$ cat config.mk
export PLATFORM = sky130hd
export DESIGN_NAME = adc_stream_fmt
export DESIGN_NICKNAME = d
export VERILOG_FILES = /design/src/rtl/adc_fmt_pkg.sv /design/src/rtl/adc_chan_pick.sv /design/src/rtl/adc_word_pack.sv /design/src/rtl/adc_ts_gate.sv /design/src/rtl/adc_stream_fmt.sv
export SDC_FILE = /design/constraint.sdc
export NUM_CORES = 1
export LEC_CHECK = 0
export ABC_AREA = 1
export CORE_MARGIN = 3
export CORE_UTILIZATION = 48
export CTS_BUF_LIST = sky130_fd_sc_hd__clkbuf_4 sky130_fd_sc_hd__clkbuf_8
export DETAILED_ROUTE_END_ITERATION = 6
export MAX_ROUTING_LAYER = met4
export PLACE_DENSITY = 0.83
export SLEW_MARGIN = 20
export SYNTH_ARGS = -nofsm -noshare
export SYNTH_HDL_FRONTEND = slang
export SYNTH_SLANG_ARGS = --single-unit
$ cat constraint.sdc
create_clock -name clk -period 2.9 [get_ports clk]
set_clock_uncertainty 0.05 [all_clocks]
set_input_delay 0.435 -clock clk [delete_from_list [all_inputs] [get_ports clk]]
set_output_delay 0.435 -clock clk [all_outputs]
set_load 0.05 [all_outputs]
$ cat src/rtl/adc_fmt_pkg.sv
package adc_fmt_pkg;
    localparam int TAG_W  = 4;
    localparam int WORD_W = 16;

    localparam logic [TAG_W-1:0] TS_X_CODE = 4'd14;
    localparam logic [TAG_W-1:0] TS_Y_CODE = 4'd15;

    typedef enum logic [1:0] {
        ST_IDLE,
        ST_SCAN,
        ST_CONV,
        ST_OUT
    } fmt_state_e;
endpackage

$ cat src/rtl/adc_chan_pick.sv
module adc_chan_pick
    import adc_fmt_pkg::*;
#(
    parameter int NCH   = 12,
    parameter int SEQ_N = 8,
    parameter int POS_W = 4
) (
    input  logic [POS_W-1:0]       pos_i,
    input  logic                   ts_i,
    input  logic                   useq_i,
    input  logic [NCH-1:0]         chan_en_i,
    input  logic [SEQ_N*TAG_W-1:0] seq_i,
    output logic [TAG_W-1:0]       ch_o,
    output logic                   hit_o,
    output logic                   last_o
);
    logic [TAG_W-1:0] cls_ch;
    logic             cls_hit;

    // channel named by the current position
    always_comb begin
        cls_ch = '0;
        if (useq_i) begin
            for (int k = 0; k < SEQ_N; k++) begin
                if (pos_i == POS_W'(k)) cls_ch = seq_i[k*TAG_W +: TAG_W];
            end
        end else begin
            for (int k = 0; k < NCH; k++) begin
                if (pos_i == POS_W'(k)) cls_ch = TAG_W'(k);
            end
        end
    end

    // enable lookup; codes at or above NCH never hit
    always_comb begin
        cls_hit = 1'b0;
        for (int i = 0; i < NCH; i++) begin
            if (cls_ch == TAG_W'(i)) cls_hit = chan_en_i[i];
        end
    end

    always_comb begin
        if (ts_i) begin
            ch_o   = (pos_i == '0) ? TS_X_CODE : TS_Y_CODE;
            hit_o  = 1'b1;
            last_o = (pos_i == POS_W'(1));
        end else begin
            ch_o   = cls_ch;
            hit_o  = cls_hit;
            last_o = useq_i ? (pos_i == POS_W'(SEQ_N-1)) : (pos_i == POS_W'(NCH-1));
        end
    end
endmodule

$ cat src/rtl/adc_word_pack.sv
module adc_word_pack
    import adc_fmt_pkg::*;
#(
    parameter int RES_W = 10
) (
    input  logic              tag_en_i,
    input  logic [TAG_W-1:0]  ch_i,
    input  logic [RES_W-1:0]  res_i,
    output logic [WORD_W-1:0] word_o
);
    always_comb begin
        word_o = '0;
        word_o[RES_W-1:0] = res_i;
        if (tag_en_i) word_o[WORD_W-1 -: TAG_W] = ch_i;
    end
endmodule

$ cat src/rtl/adc_ts_gate.sv
module adc_ts_gate #(
    parameter int CNT_W = 3
) (
    input  logic       clk,
    input  logic       rst_n,
    input  logic       step_i,
    input  logic [1:0] avg_i,
    output logic       emit_i_ok
);
    logic [CNT_W-1:0] cnt_d, cnt_q;
    logic [CNT_W-1:0] span_mask;

    always_comb begin
        span_mask = CNT_W'(({{CNT_W{1'b0}}, 1'b1} << avg_i) - 1'b1);
        emit_i_ok = ((cnt_q & span_mask) == '0);
        cnt_d     = step_i ? cnt_q + CNT_W'(1) : cnt_q;
    end

    always_ff @(posedge clk or negedge rst_n) begin
        if (!rst_n) cnt_q <= '0;
        else        cnt_q <= cnt_d;
    end
endmodule

$ cat src/rtl/adc_stream_fmt.sv
module adc_stream_fmt
    import adc_fmt_pkg::*;
#(
    parameter int               NCH       = 12,
    parameter int               SEQ_N     = 8,
    parameter int               RES_W     = 10,
    parameter int               ADDR_W    = 16,
    parameter logic [ADDR_W-1:0] BASE_ADDR = '0
) (
    input  logic                   clk,
    input  logic                   rst_n,
    input  logic                   trig_i,
    input  logic [NCH-1:0]         chan_en_i,
    input  logic [SEQ_N*4-1:0]     seq_i,
    input  logic                   useq_i,
    input  logic                   tag_i,
    input  logic [1:0]             ts_mode_i,
    input  logic [1:0]             ts_avg_i,
    output logic                   conv_req_o,
    output logic [3:0]             conv_ch_o,
    input  logic                   conv_rdy_i,
    input  logic [RES_W-1:0]       conv_data_i,
    output logic                   hw_valid_o,
    input  logic                   hw_ready_i,
    output logic [15:0]            hw_data_o,
    output logic [ADDR_W-1:0]      hw_addr_o,
    output logic                   busy_o,
    output logic                   overrun_o
);
    localparam int POS_MAX = (NCH > SEQ_N) ? NCH : SEQ_N;
    localparam int POS_W   = (POS_MAX > 2) ? $clog2(POS_MAX) : 1;

    typedef struct packed {
        fmt_state_e        st;
        logic [POS_W-1:0]  pos;
        logic              ts;
        logic [TAG_W-1:0]  ch;
        logic [WORD_W-1:0] word;
        logic [ADDR_W-1:0] addr;
        logic              ovr;
    } regs_t;

    regs_t r_d, r_q;

    logic [TAG_W-1:0]  pick_ch;
    logic              pick_hit, pick_last;
    logic [WORD_W-1:0] packed_word;
    logic              ts_only, ts_step, ts_emit;

    adc_chan_pick #(.NCH(NCH), .SEQ_N(SEQ_N), .POS_W(POS_W)) u_pick (
        .pos_i    (r_q.pos),
        .ts_i     (r_q.ts),
        .useq_i   (useq_i),
        .chan_en_i(chan_en_i),
        .seq_i    (seq_i),
        .ch_o     (pick_ch),
        .hit_o    (pick_hit),
        .last_o   (pick_last)
    );

    adc_word_pack #(.RES_W(RES_W)) u_pack (
        .tag_en_i(tag_i),
        .ch_i    (r_q.ch),
        .res_i   (conv_data_i),
        .word_o  (packed_word)
    );

    adc_ts_gate #(.CNT_W(3)) u_gate (
        .clk      (clk),
        .rst_n    (rst_n),
        .step_i   (ts_step),
        .avg_i    (ts_avg_i),
        .emit_i_ok(ts_emit)
    );

    always_comb begin
        r_d     = r_q;
        ts_step = 1'b0;
        ts_only = ((ts_mode_i == 2'd1) || (ts_mode_i == 2'd3)) && (chan_en_i == '0);

        unique case (r_q.st)
            ST_IDLE: begin
                if (trig_i) begin
                    if (ts_only) begin
                        ts_step = 1'b1;
                        if (ts_emit) begin
                            r_d.st  = ST_SCAN;
                            r_d.pos = '0;
                            r_d.ts  = 1'b1;
                        end
                    end else if (chan_en_i != '0) begin
                        r_d.st  = ST_SCAN;
                        r_d.pos = '0;
                        r_d.ts  = 1'b0;
                    end
                end
            end
            ST_SCAN: begin
                if (pick_hit) begin
                    r_d.st = ST_CONV;
                    r_d.ch = pick_ch;
                end else if (pick_last) begin
                    r_d.st = ST_IDLE;
                end else begin
                    r_d.pos = r_q.pos + POS_W'(1);
                end
            end
            ST_CONV: begin
                if (conv_rdy_i) begin
                    r_d.word = packed_word;
                    r_d.st   = ST_OUT;
                end
            end
            ST_OUT: begin
                if (hw_ready_i) begin
                    r_d.addr = r_q.addr + ADDR_W'(2);
                    if (pick_last) begin
                        r_d.st = ST_IDLE;
                    end else begin
                        r_d.pos = r_q.pos + POS_W'(1);
                        r_d.st  = ST_SCAN;
                    end
                end
            end
            default: r_d.st = ST_IDLE;
        endcase

        if (trig_i && (r_q.st != ST_IDLE)) r_d.ovr = 1'b1;
    end

    always_ff @(posedge clk or negedge rst_n) begin
        if (!rst_n) begin
            r_q      <= '0;
            r_q.st   <= ST_IDLE;
            r_q.addr <= BASE_ADDR;
        end else begin
            r_q <= r_d;
        end
    end

    assign conv_req_o = (r_q.st == ST_CONV);
    assign conv_ch_o  = r_q.ch;
    assign hw_valid_o = (r_q.st == ST_OUT);
    assign hw_data_o  = r_q.word;
    assign hw_addr_o  = r_q.addr;
    assign busy_o     = (r_q.st != ST_IDLE);
    assign overrun_o  = r_q.ovr;


    stall_hold_chk: assert property (@(posedge clk) disable iff (!rst_n)
        hw_valid_o && !hw_ready_i |=> hw_valid_o && $stable(hw_data_o) && $stable(hw_addr_o));


    addr_step_chk: assert property (@(posedge clk) disable iff (!rst_n)
        hw_valid_o && hw_ready_i |=> hw_addr_o == $past(hw_addr_o) + ADDR_W'(2));


    addr_hold_chk: assert property (@(posedge clk) disable iff (!rst_n)
        !(hw_valid_o && hw_ready_i) |=> $stable(hw_addr_o));


    overrun_sticky_chk: assert property (@(posedge clk) disable iff (!rst_n)
        overrun_o |=> overrun_o);


    overrun_set_chk: assert property (@(posedge clk) disable iff (!rst_n)
        busy_o && trig_i |=> overrun_o);


    gap_bits_chk: assert property (@(posedge clk) disable iff (!rst_n)
        hw_valid_o |-> hw_data_o[11:10] == 2'b00);


    conv_hold_chk: assert property (@(posedge clk) disable iff (!rst_n)
        conv_req_o && !conv_rdy_i |=> conv_req_o && $stable(conv_ch_o));


    conv_to_word_chk: assert property (@(posedge clk) disable iff (!rst_n)
        conv_req_o && conv_rdy_i |=> hw_valid_o && !conv_req_o);
endmodule

=== Yosys cells after proc, flatten, opt, wreduce, memory -nomap -nowiden ===
Index checks and enable logic that the tools add are counted.

* Add/subtract/negate cells: 4
* Equal/unequal tests: 35
* Shift-type cells: 1
* Multiplexer cells: 54
* Bitwise operators: 1
* Reduce and logical (&&, ||, !) cells: 18

{| class="wikitable"
|+ Operator list
! operator !! count
|-
| $mux 4 || 17
|-
| $eq 4x3->1 const B || 8
|-
| $eq 4x4->1 const B || 8
|-
| $mux 7 || 4
|-
| $mux 1 || 21
|-
| $add 16x2->16 const B || 1
|-
| $eq 4x2->1 const B || 4
|-
| $logic_not 12->1 || 1
|-
| $mux 3 || 4
|-
| $pmux 4 s3 || 1
|-
| $reduce_and 6->1 || 2
|-
| $reduce_bool 12->1 || 1
|-
| $mux 2 || 5
|-
| $ne 3x3->1 const B || 3
|-
| $eq 4x1->1 const B || 2
|-
| $logic_not 4->1 || 2
|-
| $pmux 2 s4 || 1
|-
| $eq 2x2->1 const B || 3
|-
| $mux 6 || 1
|-
| $ne 2x1->1 const B || 3
|-
| $reduce_and 2->1 || 3
|-
| $add 4x1->4 const B || 1
|-
| $eq 2x1->1 const B || 2
|-
| $ne 2x2->1 const B || 2
|-
| 11 further kinds || 13
|}

* Bits in registers: 45
* Input port bits: 65
* Output and inout port bits: 40
* Word-level logic and storage cells: 121

=== Longest topological paths before layout ===
Gate-level depths: netlist of the first run.

* Word-level depth: 29
* Mapped depth: 24
* Depth with buffers taken out: 24

=== By module ===
Synthesis of the first run repeated with hierarchy kept, for this count alone.

* Cells, all modules: 402
* Area, all modules: 3195.6 µm²

{| class="wikitable"
|+ By module, submodules not included
! module !! instances !! cells each !! area each (µm²) !! sequential area each (µm²)
|-
| adc_stream_fmt || 1 || 231 || 2292.2 || 1076.0
|-
| adc_chan_pick || 1 || 129 || 620.6 || 0.0
|-
| adc_ts_gate || 1 || 21 || 158.9 || 75.1
|-
| adc_word_pack || 1 || 21 || 123.9 || 0.0
|}

=== Least setup slack after synthesis of the first run ===
No wires, ideal clock.

* Path type: register -> register
* Start: reg r_q[42] in the netlist's numbering
* End: reg r_q, in the netlist hw_data_o[0]
* Arrival time: 2.241 ns
* Data required time: 2.733 ns
* Path slack: 0.492 ns
* Stages on the path, launching flop included: 9
* Path buffers: 1
* Cells stage by stage: dfrtp_1 -> nor2_1 -> nor2_1 -> inv_1 -> nor2_1 -> inv_1 -> clkbuf_1 -> nand2_1 -> nand2_1

* Word-level cells in the longest chain between the ends: 2

{| class="wikitable"
|+ RTL lines
! element !! line !! RTL
|-
| from (decl) || adc_stream_fmt.sv:43 || <nowiki>regs_t r_d, r_q;</nowiki>
|-
| from (signal assigned) || adc_stream_fmt.sv:137 || <nowiki>r_q <= r_d;</nowiki>
|-
| $eq 2x2->1 || - ||
|-
| net conv_req_o || adc_stream_fmt.sv:19 || <nowiki>output logic conv_req_o,</nowiki>
|-
| $reduce_and 2->1 (no line) || - ||
|}

The timed path passes the listed nets, and every way through them passes these cells.
A chain may end at the register's enable or synchronous reset.

=== Final worst setup path of the first run ===
* Start: reg r_q[38] in the netlist's numbering
* End: reg r_q[38] in the netlist's numbering

* Word-level cells in the longest chain between the ends: 29

{| class="wikitable"
|+ RTL lines
! element !! line !! RTL
|-
| $eq 4x1->1 || adc_chan_pick.sv:25, adc_chan_pick.sv:29, adc_chan_pick.sv:46 ||
|-
| $mux 1 || adc_chan_pick.sv:29 || <nowiki>if (pos_i == POS_W'(k)) cls_ch = TAG_W'(k);</nowiki>
|-
| $mux 2 (2 in a row) || adc_chan_pick.sv:29 ||
|-
| $mux 3 (4 in a row) || adc_chan_pick.sv:29 ||
|-
| $mux 4 (4 in a row) || adc_chan_pick.sv:29 ||
|-
| $mux 4 || adc_chan_pick.sv:23 || <nowiki>if (useq_i) begin</nowiki>
|-
| $logic_not 4->1 || adc_chan_pick.sv:38 || <nowiki>if (cls_ch == TAG_W'(i)) cls_hit = chan_en_i[i];</nowiki>
|-
| $mux 1 (12 in a row) || adc_chan_pick.sv:38 ||
|-
| $mux 1 || adc_chan_pick.sv:43 || <nowiki>if (ts_i) begin</nowiki>
|-
| $ne 2x2->1 (no line) || - ||
|-
| $reduce_and 6->1 (no line) || - ||
|}

Parallel ways exist; a longest one is shown, timed or not. The select of a mux whose other input is x is not followed.

==> flow_metrics.tcl, run 1 <==
set metrics [dict create \
    outcome "finished, final reports clean" \
    r2r_setup_slack_ps 290 \
    wl_per_cell_um 12.51 \
    dp_worst_setup_slack_ps 193.7 \
    critical_path.endpoint "r_q[38]" \
    final_common_cell "nand2_1" \
    clkTransAtPathRegs_ps 80 \
    period_minus_slack_ps 2614 \
    netlist_instances 440 \
    timing.final.max_slew_violations 0 \
    initial_cell_density_of_the_core_pct 51.42 \
    fin_ws_ps 286.0 \
    worst_r2r_startpoint "r_q[38]" \
    cts-htree-levels 2 \
    p_per_area_nw_per_um2 934.7 \
    clockBufferDepth 2 \
    period_share_pct 90.14 \
    groute.usage.overall_pct 20.10 \
    yosys_register_bits 44 \
    die_area_um2 7616 \
    min_path_type "in2async" \
    synth.yosys.warnings 0 \
    cp-end-kind "register" \
    detailroute.via_count 2925 \
    crit_start_category "register" \
    synth_area_um2 3171 \
    worst_pin_slew_ps 970.5 \
    root_buffer "clkbuf_8" \
    p_leak_nw 2.073 \
    drt-vias-per-instance 4.974 \
    post_synth.cell_area_avg_um2 7.206 \
    first_pass_grt_wire_length_um 11980 \
    floorplan_row_count 28 \
    synth-seq-area-share_pct 34.73 \
    relSlewSlack_pct 35.30 \
    finalNetCount 583 \
    timing.setup.tns_ps 0 \
    first_iter_violations 166 \
    floorplan.io_pins 105 \
    antenna_found_initial 0 \
    critical_path_required_ps 3090 \
    sw_frac_of_total_pct 51.41 \
    final-seq-area_um2 1101 \
    power_switching_mw 1.976 \
    hold_fails_final_rpt 0 \
    multi_input_area_um2 1580 \
    clock_insertion_delay_worst_skew_ps 300 \
    worst_ir_drop_vdd_uv 645.1 \
    place.gp.congestion 0.8836 \
    detail-route-antenna-nets 0 \
    reported_max_cap_violation_count 0 \
    rsz0062_at_grt "false" \
    port_buffers 100 \
    cts.hold.buffers_added 0 \
    dp_hpwl_um 5643 \
    tritoncts "done" \
    postRouteWirelength_um 7357 \
    cts-buffers-inserted 5 \
    critical_path.startpoint "r_q[38]" \
    area_growth_syn_to_fin_pct 29.68 \
    synth.distinct_cells 36 \
    antenna-diode-count 0 \
    critical_path_class "reg2reg" \
    dieHeight_um 87.27 \
    share_comb_of_total_power_pct 62.7 \
    clockPowerShare_pct 12.4 \
    finalSetupViolCount 0 \
    most-common-layout-cells "nand2_1, clkdlybuf4s50_1, inv_1, dfrtp_1, nor2_1" \
    clkSinkCount 44 \
    maximum_number_of_pins_on_one_net_before_global_route_repair 45 \
    critPathMaxFanout 14 \
    timing.rr.end "r_q[38]" \
    fillCellCount 528 \
    die-width_um 87.27 \
    worstRegToRegCells 19 \
    worst-endpoint-arrival_ps 2800 \
    max_clock_freq_mhz 382.6 \
    core-area_um2 6166 \
    via_count_of_the_first_global_routing_pass 2674 \
    drt_pass1_iterations 5 \
    drc_errors 0 \
    sequentialPowerShare_pct 24.9 \
    power.internal_mw 1.867 \
    global_route.overflow_total 0 \
    layout-drive-gt1-share_pct 11.11 \
]
## cells in the mapped netlist (all sizes together)
| cell type | count | area share (%) |
|---|---|---|
| nand2 | 150 | 20 |
| inv | 54 | 6.4 |
| dfrtp | 44 | 35 |
| nor2 | 41 | 5.6 |
| buf | 37 | 9.2 |
| nand3 | 30 | 4.9 |
| o21ai | 13 | 2.5 |
| xor2 | 11 | 3.0 |
| a21oi | 9 | 1.4 |
| nand4 | 9 | 1.8 |
| ha | 6 | 2.4 |
| nor3 | 5 | 0.79 |
| nor4 | 5 | 0.99 |
| xnor2 | 5 | 1.4 |
| a31oi | 4 | 0.99 |
| clkbuf | 3 | 0.36 |
| or2 | 3 | 0.59 |
| nand3b | 2 | 0.47 |
| o22ai | 2 | 0.39 |
| a2111oi | 1 | 0.87 |
| conb | 1 | 0.12 |
| mux2 | 1 | 0.36 |
| o21a | 1 | 0.24 |
| o21bai | 1 | 0.24 |
| o221ai | 1 | 0.28 |
| o311ai | 1 | 0.28 |
## worst min path at each step
stage / from / endpoint / slack [ps] / cells past startpoint
2_1_floorplan: rst_n / asynchronous set/reset pin / 90 / 0
3_3_place_gp: hw_data_o[8] / hw_data_o[8] / 400 / 2
3_5_place_dp: hw_data_o[1] / hw_data_o[1] / 410 / 2
4_1_cts: rst_n / hw_addr_o[13] / 270 / 1
5_1_grt: rst_n / hw_data_o[3] / 290 / 1
6_report: rst_n / hw_data_o[2] / 230 / 1
## area by class of cell
type / instances / area share, %
Clock buffer: 5 / 1.674
Clock inverter: 3 / 1.126
Inverter: 54 / 4.930
Multi-Input combinational cell: 304 / 38.44
Sequential cell: 44 / 26.78
Tap cell: 75 / 2.282
Timing Repair Buffer: 103 / 24.77
## worst max-delay path, stage by stage, from the launching register on
cell and delay, ps:
dfrtp_1 430, ha_1 370, nand2_4 130, nand2_1 100, nor2_1 50, nor2_1 70
nand3_1 80, nand2_1 70, nand2_1 80, a21oi_1 270, nand3_1 130, nand2_1 70
nand2_1 40, nand2_1 70, nand2_2 60, nand2_2 80, nand2_4 110, nand2_1 160
nand2_1 70, nand2_1 60
## through the flow
stage               utilization, %  total power, mW  cells  instance area (um2)  hold slack, ps
global route                 66.68            4.139    588                 4111           293.9
CTS                          66.56            3.862    588                 4104           265.5
floorplan                        -            2.905    442                 3178           89.41
detailed placement           64.69            3.362    580                 3989           410.1
global placement             64.69            3.321    580                 3989           404.2
finish                       66.68            3.843    588                 4111           235.0
## kinds of logic after synthesis
group / synth area share, %
adder cells (fa/ha/maj): 2.368
AND/OR/NAND/NOR: 34.89
flip-flops: 34.73
AO/OA/AOI/OAI: 7.222
multiplexers: 0.3551
XOR/XNOR: 4.420
other: 0.1183
buffers and inverters: 15.90
## state kept, by name, indices dropped and copies added, names as in the netlist, named ones only
signal        cells
r_q               6
hw_data_o        14
hw_addr_o        15
u_gate.cnt_q      3
overrun_o         1
conv_ch_o         4
## power by group through the flow
stage               Combinational, mW  Sequential, mW  Clock [mW]
floorplan                        1.98           0.925           0
global placement                 2.37           0.954           0
detailed placement               2.40           0.962           0
CTS                              2.41           0.955       0.496
global route                     2.64           0.980       0.522
finish                           2.41           0.955       0.478
## routing by layer
metal	up-vias	GRT usage, %	part of all wire, %
met3	4	4.825	5.4
met4	0	4.463	0.63
met5	-	-	0
met2	77	32.67	50
met1	1352	25.49	44
li1	1492	-	-
## what timing repair did
action	4_1_cts	5_1_grt
gates resized for setup	0	4
endpoints found under the setup margin	0	9
setup buffers	0	0
No activity file was read; power rests on OpenSTA's default activity.
==> run 2, diff against run 1 <==
--- a/config.mk
+++ b/config.mk
@@ -6,6 +6,7 @@
 export NUM_CORES = 1
 export LEC_CHECK = 0
 export ABC_AREA = 1
+export CORE_ASPECT_RATIO = 0.8
 export CORE_MARGIN = 3
 export CORE_UTILIZATION = 48
 export CTS_BUF_LIST = sky130_fd_sc_hd__clkbuf_4 sky130_fd_sc_hd__clkbuf_8
==> run 2 against run 1 <==
Compared with the run above: non-clock buffer count did not move; die area barely moved; design area rose by 0.55%; clock power rose by 2%; worst hold slack got worse by 16 ps; global-route usage rose by 1.0 points; core utilization rose by 0.41 points; register-to-register slack barely moved; power rose by 1.5%; largest cell class unchanged; cell count rose by 1.0%; wire length rose by 2.8%.
==> flow_metrics.tcl, run 2 (synthesis gave the netlist of run 1 again) <==
set metrics [dict create \
    outcome "finished, final reports clean" \
    period_share_pct 90.35 \
    timing.final.max_slew_violations 0 \
    postCtsSetupBuffers 0 \
    hold_fails_final_rpt 0 \
    cp-end-kind "register" \
    timing.critical_path.slowest_cell_delay_ps 420 \
    tritoncts "done" \
    cts-buffers-inserted 5 \
    crit_slowest_cell "dfrtp_1" \
    dp_hpwl_um 5990 \
    worst_pin_slew_ps 940.8 \
    antenna_found_initial 0 \
    relSlewSlack_pct 37.28 \
    die_area_um2 7622 \
    drt_pass1_iterations 4 \
    crit_start_category "register" \
    wl_per_cell_um 12.73 \
    floorplan_row_count 25 \
    fillCellCount 529 \
    critPathMaxFanout 14 \
    drt-vias-per-instance 4.926 \
    detail-route-antenna-nets 0 \
    worst_r2r_startpoint "r_q[39]" \
    reported_max_cap_violation_count 0 \
    groute.usage.overall_pct 21.13 \
    floorplan.io_pins 105 \
    rsz0062_at_grt "false" \
    worst-endpoint-arrival_ps 2810 \
    clockBufferDepth 2 \
    port_buffers 100 \
    place.gp.congestion 0.9111 \
    area_growth_syn_to_fin_pct 30.39 \
    timing.rr.end "r_q[41]" \
    min_path_type "in2async" \
    largest_register_ffs 15 \
    period_minus_slack_ps 2620 \
    detailroute.via_count 2926 \
    finalNetCount 583 \
    global_route.overflow_total 0 \
    most-common-layout-cells "nand2_1, clkdlybuf4s50_1, inv_1, dfrtp_1, nor2_1" \
    root_buffer "clkbuf_8" \
    hold_slack_ps 219.2 \
    postRouteWirelength_um 7562 \
    p_leak_nw 2.069 \
    layout-drive-gt1-share_pct 11.50 \
    critical_path_class "reg2reg" \
    final_common_cell "nand2_1" \
    core-area_um2 6162 \
    p_per_area_nw_per_um2 943.2 \
    maximum_number_of_pins_on_one_net_before_global_route_repair 45 \
    drc_errors 0 \
    max_clock_freq_mhz 381.7 \
    clkSinkCount 44 \
    path_cells "inv_1, ha_2, inv_2, nor2_2, nand3_1, nand2_1, nand2_1, nand2_1, nand2_1, nand2_1, nand2_1, nand2_2, nand2_1, nor2_1, nand2_1, nand2_1, inv_2, nand2_2, nand2_2, nand2_2, nand2_8, nand2_1, nand2_1, nand2_1" \
    antenna-diode-count 0 \
    cts.hold.buffers_added 0 \
    cell_with_the_most_instances_on_the_worst_path "nand2_1" \
    first_iter_violations 135 \
    worst_ir_drop_vdd_uv 741.3 \
    clock_insertion_delay_worst_skew_ps 300 \
    worstRegToRegCells 24 \
    finalSetupViolCount 0 \
    r2r_setup_slack_ps 280 \
    critical_path_required_ps 3090 \
    critical_path.startpoint "r_q[39]" \
    dieHeight_um 78.69 \
    via_count_of_the_first_global_routing_pass 2886 \
    die-width_um 96.87 \
    clkTransAtPathRegs_ps 90 \
    cts-htree-levels 2 \
    timing.setup.tns_ps 0 \
    initial_cell_density_of_the_core_pct 51.45 \
    first_pass_grt_wire_length_um 13180 \
]
==> run 2: changes by cell type in the layout (fill, tap and decap cells not counted) <==
cell,delta
a21oi_1,-1
nand2_8,+1
nand2_4,-1
nor2_1,-1
nor2_2,+1
a21oi_2,+1
==> run 2: cell type report <==
cell class              count  area [um2]  share of cell area, %
flip-flops and latches     44        1101                  26.63
repair buffers            103        1018                  24.64
inverters                  54       202.7                  4.903
multi-input cells         304        1595                  38.59
clock buffers               5       68.82                  1.665
clock inverters             3       46.29                  1.120
well taps                  81       101.3                  2.452
==> run 2: what timing repair did <==
item	in CTS	in global routing
endpoints found under the setup margin	0	9
resized for setup	0	7
endpoints found under the hold margin	0	0
==> run 2: where the power goes <==
group	switching, mW	internal, mW	total (mW)
Combinational	1.63	0.826	2.45
Clock	0.228	0.260	0.488
Sequential	0.164	0.794	0.957
==> run 2: per-stage QoR <==
step	setup slack [ps]	cell area [um2]	total power [mW]	util, %	std cells
after floorplan	492.0	3178	2.905	-	442
after CTS	153.5	4111	3.877	66.72	594
final	279.9	4134	3.899	67.09	594
after detailed placement	183.3	3996	3.379	64.85	586
after global placement	282.1	3996	3.319	64.85	586
after global routing	10.38	4134	4.204	67.09	594
==> run 2: how the worst max path moves through the flow <==
stage / depth (start not counted) / end
floorplan: 8 / hw_data_o[0]
global placement: 24 / r_q[39]
detailed placement: 24 / r_q[41]
CTS: 24 / r_q[41]
global route: 19 / r_q[40]
finish: 24 / r_q[41]
==> run 2: metal layers <==
layer | share of wire [%] | GRT usage (%) | vias up | wire, um
li1 | - | - | 1495 | -
met1 | 45 | 27.40 | 1358 | 3426
met2 | 49 | 34.16 | 64 | 3695
met3 | 4.5 | 4.039 | 9 | 343
met4 | 1.3 | 6.171 | 0 | 96
met5 | 0 | - | - | 0
==> run 2: worst max-delay path, delay by kind of cell (launching register included) <==
| kind | cells | cell delay (ps) |
|---|---|---|
| and+or+nand+nor | 20 | 1550 |
| DFF | 1 | 420 |
| buffers and inverters | 3 | 270 |
| adders and majority gates | 1 | 250 |
